<file path="src/rtl/dtg_pkg.sv">
package dtg_pkg;
    localparam int MODE_W = 3;
    localparam logic [MODE_W-1:0] MODE_DEADTIME = 3'b100;

    typedef enum logic {
        POL_ACT_LOW  = 1'b0,
        POL_ACT_HIGH = 1'b1
    } pol_e;
endpackage

</file>
<file path="src/rtl/dtg_mode_decode.sv">
module dtg_mode_decode
    import dtg_pkg::*;
#(
    parameter int NPH = 3
) (
    input  logic [NPH*MODE_W-1:0] mode,
    output logic [NPH-1:0]        en
);
    for (genvar i = 0; i < NPH; i++) begin : g_dec
        assign en[i] = (mode[i*MODE_W +: MODE_W] == MODE_DEADTIME);
    end
endmodule

</file>
<file path="src/rtl/dtg_phase.sv">
module dtg_phase #(
    parameter int CW = 16
) (
    input  logic          clk,
    input  logic          rst_n,
    input  logic          en,
    input  logic          tick,
    input  logic          src,
    input  logic [CW-1:0] gap,
    output logic          up_act,
    output logic          lo_act
);
    typedef struct packed {
        logic          src;
        logic [CW-1:0] cnt;
        logic          up;
        logic          lo;
    } phase_st_t;

    phase_st_t st_d, st_q;
    logic      edge_d;
    logic      gap_zero_d;

    always_comb begin
        st_d       = st_q;
        edge_d     = src ^ st_q.src;
        gap_zero_d = (gap == '0);
        if (!en) begin
            st_d.src = 1'b0;
            st_d.cnt = '0;
            st_d.up  = 1'b0;
            st_d.lo  = 1'b0;
        end else begin
            st_d.src = src;
            if (edge_d) begin
                st_d.cnt = gap;
                st_d.up  = gap_zero_d & src;
                st_d.lo  = gap_zero_d & ~src;
            end else if (st_q.cnt != '0) begin
                st_d.up = 1'b0;
                st_d.lo = 1'b0;
                if (tick) begin
                    st_d.cnt = st_q.cnt - CW'(1);
                    if (st_q.cnt == CW'(1)) begin
                        st_d.up = st_q.src;
                        st_d.lo = ~st_q.src;
                    end
                end
            end else begin
                st_d.up = st_q.src;
                st_d.lo = ~st_q.src;
            end
        end
    end

    always_ff @(posedge clk or negedge rst_n) begin
        if (!rst_n) begin
            st_q <= '0;
        end else begin
            st_q <= st_d;
        end
    end

    assign up_act = st_q.up;
    assign lo_act = st_q.lo;
endmodule

</file>
<file path="src/rtl/dtg_out_drive.sv">
module dtg_out_drive
    import dtg_pkg::*;
(
    input  logic pol,
    input  logic up_act,
    input  logic lo_act,
    output logic hi_o,
    output logic lo_o
);
    always_comb begin
        if (pol_e'(pol) == POL_ACT_HIGH) begin
            hi_o = up_act;
            lo_o = lo_act;
        end else begin
            hi_o = ~up_act;
            lo_o = ~lo_act;
        end
    end
endmodule

</file>
<file path="src/rtl/deadtime_gen.sv">
module deadtime_gen
    import dtg_pkg::*;
#(
    parameter int NPH = 3,
    parameter int CW  = 16
) (
    input  logic                  clk,
    input  logic                  rst_n,
    input  logic                  cnt_tick,
    input  logic [NPH-1:0]        src,
    input  logic [NPH*MODE_W-1:0] mode,
    input  logic [NPH-1:0]        pol,
    input  logic [NPH*CW-1:0]     gap,
    output logic [NPH-1:0]        hi_out,
    output logic [NPH-1:0]        lo_out
);
    logic [NPH-1:0] en;
    logic [NPH-1:0] up_act;
    logic [NPH-1:0] lo_act;

    dtg_mode_decode #(.NPH(NPH)) u_dec (
        .mode (mode),
        .en   (en)
    );

    for (genvar i = 0; i < NPH; i++) begin : g_ph
        dtg_phase #(.CW(CW)) u_phase (
            .clk    (clk),
            .rst_n  (rst_n),
            .en     (en[i]),
            .tick   (cnt_tick),
            .src    (src[i]),
            .gap    (gap[i*CW +: CW]),
            .up_act (up_act[i]),
            .lo_act (lo_act[i])
        );

        dtg_out_drive u_drv (
            .pol    (pol[i]),
            .up_act (up_act[i]),
            .lo_act (lo_act[i]),
            .hi_o   (hi_out[i]),
            .lo_o   (lo_out[i])
        );
    end
endmodule

</file>
<file path="config.mk">
export PLATFORM = sky130hd
export DESIGN_NAME = deadtime_gen
export DESIGN_NICKNAME = d
export VERILOG_FILES = /design/src/rtl/dtg_pkg.sv /design/src/rtl/dtg_mode_decode.sv /design/src/rtl/dtg_phase.sv /design/src/rtl/dtg_out_drive.sv /design/src/rtl/deadtime_gen.sv
export SDC_FILE = /design/constraint.sdc
export NUM_CORES = 1
export LEC_CHECK = 0
export ABC_AREA = 1
export CORE_ASPECT_RATIO = 0.8
export CORE_UTILIZATION = 45
export CTS_BUF_LIST = sky130_fd_sc_hd__clkbuf_16
export CTS_CLUSTER_SIZE = 12
export DETAILED_ROUTE_END_ITERATION = 6
export MAX_ROUTING_LAYER = met4
export PLACE_DENSITY = 0.69
export SETUP_SLACK_MARGIN = 0.5
export SKIP_LAST_GASP = 1
export SYNTH_ARGS = -nofsm -noshare
export SYNTH_HDL_FRONTEND = slang
export SYNTH_SLANG_ARGS = --single-unit
</file>
<file path="constraint.sdc">
create_clock -name clk -period 1.8 [get_ports clk]
set_input_delay 0.27 -clock clk [delete_from_list [all_inputs] [get_ports clk]]
set_output_delay 0.27 -clock clk [all_outputs]
set_load 0.02 [all_outputs]
</file>
==> metrics.yaml <==
diodes: 0
antenna_found_initial: 0
fill_cells: 752
finClkSkew_ps: 4.08
groute.layer.met3.usage_pct: 5.57
critPathKind: "reg2reg"
ir_drop_v: 0.000437
end_kind: "register"
clockBufferDepth: 2
port_buffers: 71
p_leak_nw: 3.43
grt_pass1_wl_um: 22100
grt_pass1_vias: 4657
first_pass_iters: 5
drc: 0
design_area_sq_um: 6620
die_area_sq_um: 10200
switching_share_pct: 32.8
fin_nets: 917
drt_iter0_drc: 293
powerDensity_nw_per_um2: 706
numCtsBuffers: 9
htreeDepth: 3
ys_ff_latch: 57
worst-path-buf-inv: 1
synth_enable_flop_cells: 0
seqCellArea_sq_um: 1450
ys.flop_type: "dfrtp_1"
power_frac_clock_pct: 38.8
synthDistinctLibCells: 29
crit_chain: "inv_2 -> ha_4 -> nand3_4 -> nor2_4 -> nand3_4 -> nand2_8 -> nand3_2 -> o21ai_1"
multi_input_area_sq_um: 3250
worst_slew_pin_slew_ps: 523
finalMaxSlewViolations: 0
cts.sinks: 57
status: "finished clean"
power_frac_seq_pct: 29.4
via_per_inst: 5.33
worstSetupStartpointType: "register"
yosysSeqAreaShare_pct: 32.2
min_from: "src[2]"
comb_power_share_pct: 31.8
synth_top_area_cell: "dfrtp_1"
fp-row-count: 31
grt_busiest_layer: "met2"
final_cell_mix: "nand2_1, nand3_1, nor2_1, clkdlybuf4s50_1, inv_1"
syn_area_sq_um: 4430
synth.top_cell.area_share_pct: 32.2
hold_violations: 0
period_share_pct: 83.2
finalSetupViolations: 0
core_area_sq_um: 9310
grt_start_max_net_pins: 23
gr-usage-met2_pct: 43.6
grt-ovfl-total: 0
cap_viol_max_count: 0
routedWlPerCell_um: 14.4
crit_slowest_cell: "dfrtp_1"
cp_max_fo: 8
fp.dieW_um: 113
num_vias: 5148
cts_tree: "built"
worstHoldPathType: "in2reg"
rsz0062_at_grt: "yes"
place_hpwl_um: 9160
cts-root-buf: "clkbuf_16"
reg2regPathDepth: 8
holdPathStages: 3
r2r_setup_slack_ps: 300
pin_count: 72
r2r-start: "g_ph[1].u_phase.st_q[3]$_DFFE_PN0P_"
fmax_ghz: 0.667
gp_congestion: 0.883
drtAntennaViolNets: 0
syn_nets: 799
use_met1_pct: 36.7
max_slew_margin_pct: 65.1
layout-drive-gt1-share_pct: 28.2
syn_avg_cell_area_sq_um: 6.09
die_h_um: 90.7
required_ps: 2060
placed_area_sq_um: 5510
p_total_mw: 4.68
grt_usage_pct: 27.8
insertion_delay_ps: 330
clkTransAtPathRegs_ps: 50
period_needed_ps: 1500
routed_wirelength_um: 13900
timing.rr.end: "g_ph[1].u_phase.st_q[5]$_DFFE_PN0P_"
max_stage_delay_ps: 410
synthCells: 727
p_switching_mw: 1.53
synth_top_cells_by_area: "dfrtp_1, nand2_1, nand3_1"
critical_path.top_delay_family: "simple AND/OR/NAND/NOR gates"
async_flop_share_pct: 100
worstPathArrival_ps: 1760
min_to: "g_ph[2].u_phase.st_q[18]$_DFF_PN0_"
crit_top_cell: "nand3_4"
final_common_cell: "nand2_1"
p_int_mw: 3.14
syn_to_final_growth_pct: 49.5
start_util_pct: 47.6
ys.warnings.count: 0
-- repair_timing --
action,CTS,global route
cloned,4,0
hold endpoints to repair,17,0
hold buffers,1,0
pin swaps,28,28
setup endpoints to repair,60,59
setup buffers,23,10
gates resized for setup,100,93
-- sequential cells by signal, indices dropped and copies added (netlist names) --
| name | cells |
|---|---|
| g_ph.u_phase.st_q | 51 |
| g_ph.u_phase.up_act | 3 |
| g_ph.u_phase.lo_act | 3 |
-- cells by family (layout without fill, tap and decap cells) --
family	Yosys count	in the layout	synth area share (%)
fa+ha+maj	6	6	1.70
compound gates	32	32	4.18
buf+inv	89	210	8.99
simple gates	528	530	49.6
xor+xnor	15	15	3.31
flops	57	57	32.2
-- per-stage QoR --
step           setup TNS (ps)  std cells  utilization, %  setup WS (ps)  hold WS, ps
4_1_cts                     0        955            67.5            333          458
6_report                    0        965            71.1            302          316
2_1_floorplan               0        727               -            412        -25.6
3_3_place_gp                0        911            59.2           2.11          259
5_1_grt                     0        965            71.1            219          314
3_5_place_dp             -174        911            59.2          -21.1          267
-- area by class of cell --
cell class	count	share of cell area, %
timing repair inverter	2	0.340
clock inverter	7	1.32
timing repair buffer	125	17.7
sequential	57	21.8
inverter	67	4.06
multi-input combinational	583	49.1
tap	115	2.17
clock buffer	9	3.40
-- Yosys cell counts, types with 2 or more instances --
cell      instances
a21oi_1           7
a22oi_1           3
buf_2            10
buf_4             9
buf_6             2
clkinv_2          2
dfrtp_1          57
ha_1              6
inv_1            61
inv_2             4
nand2_1         282
nand3_1         122
nand3_2           2
nor2_1          105
nor2_2            5
o21ai_0          11
o21ai_1           2
o21bai_1          4
o22ai_1           4
or2_2             8
xnor2_1           6
xor2_1            7
xor2_2            2
-- worst max-delay path by stage --
stage          cells after the start  slack [ps]                                 from                                   end
2_1_floorplan                      9         410  g_ph[1].u_phase.st_q[2]$_DFFE_PN0P_  g_ph[1].u_phase.st_q[14]$_DFFE_PN0P_
3_3_place_gp                       3           2                               pol[1]                             lo_out[1]
3_5_place_dp                       8         -20                               src[2]   g_ph[2].u_phase.st_q[8]$_DFFE_PN0P_
4_1_cts                            9         330  g_ph[0].u_phase.st_q[3]$_DFFE_PN0P_   g_ph[0].u_phase.st_q[7]$_DFFE_PN0P_
5_1_grt                            8         220  g_ph[1].u_phase.st_q[3]$_DFFE_PN0P_   g_ph[1].u_phase.st_q[5]$_DFFE_PN0P_
6_report                           8         300  g_ph[1].u_phase.st_q[3]$_DFFE_PN0P_   g_ph[1].u_phase.st_q[5]$_DFFE_PN0P_
-- metal layers --
| metal | up-vias | wire length [um] |
|---|---|---|
| met5 | - | 0 |
| met4 | 0 | 151 |
| met3 | 16 | 959 |
| met2 | 200 | 6530 |
| met1 | 2403 | 6300 |
| li1 | 2529 | - |
-- power by group through the flow --
stage	logic, mW	registers, mW	clock network (mW)
finish	1.49	1.37	1.82
floorplan	0.774	1.37	0
CTS	1.35	1.36	1.84
global placement	1.13	1.38	0
detailed placement	1.16	1.38	0
global route	1.62	1.38	1.89
-- worst min-delay path, cell delays in order --
cell	delay, ps
dlymetal6s2s_1	180
inv_1	100
nor2_1	60
Power figures use the tool's default switching activity.
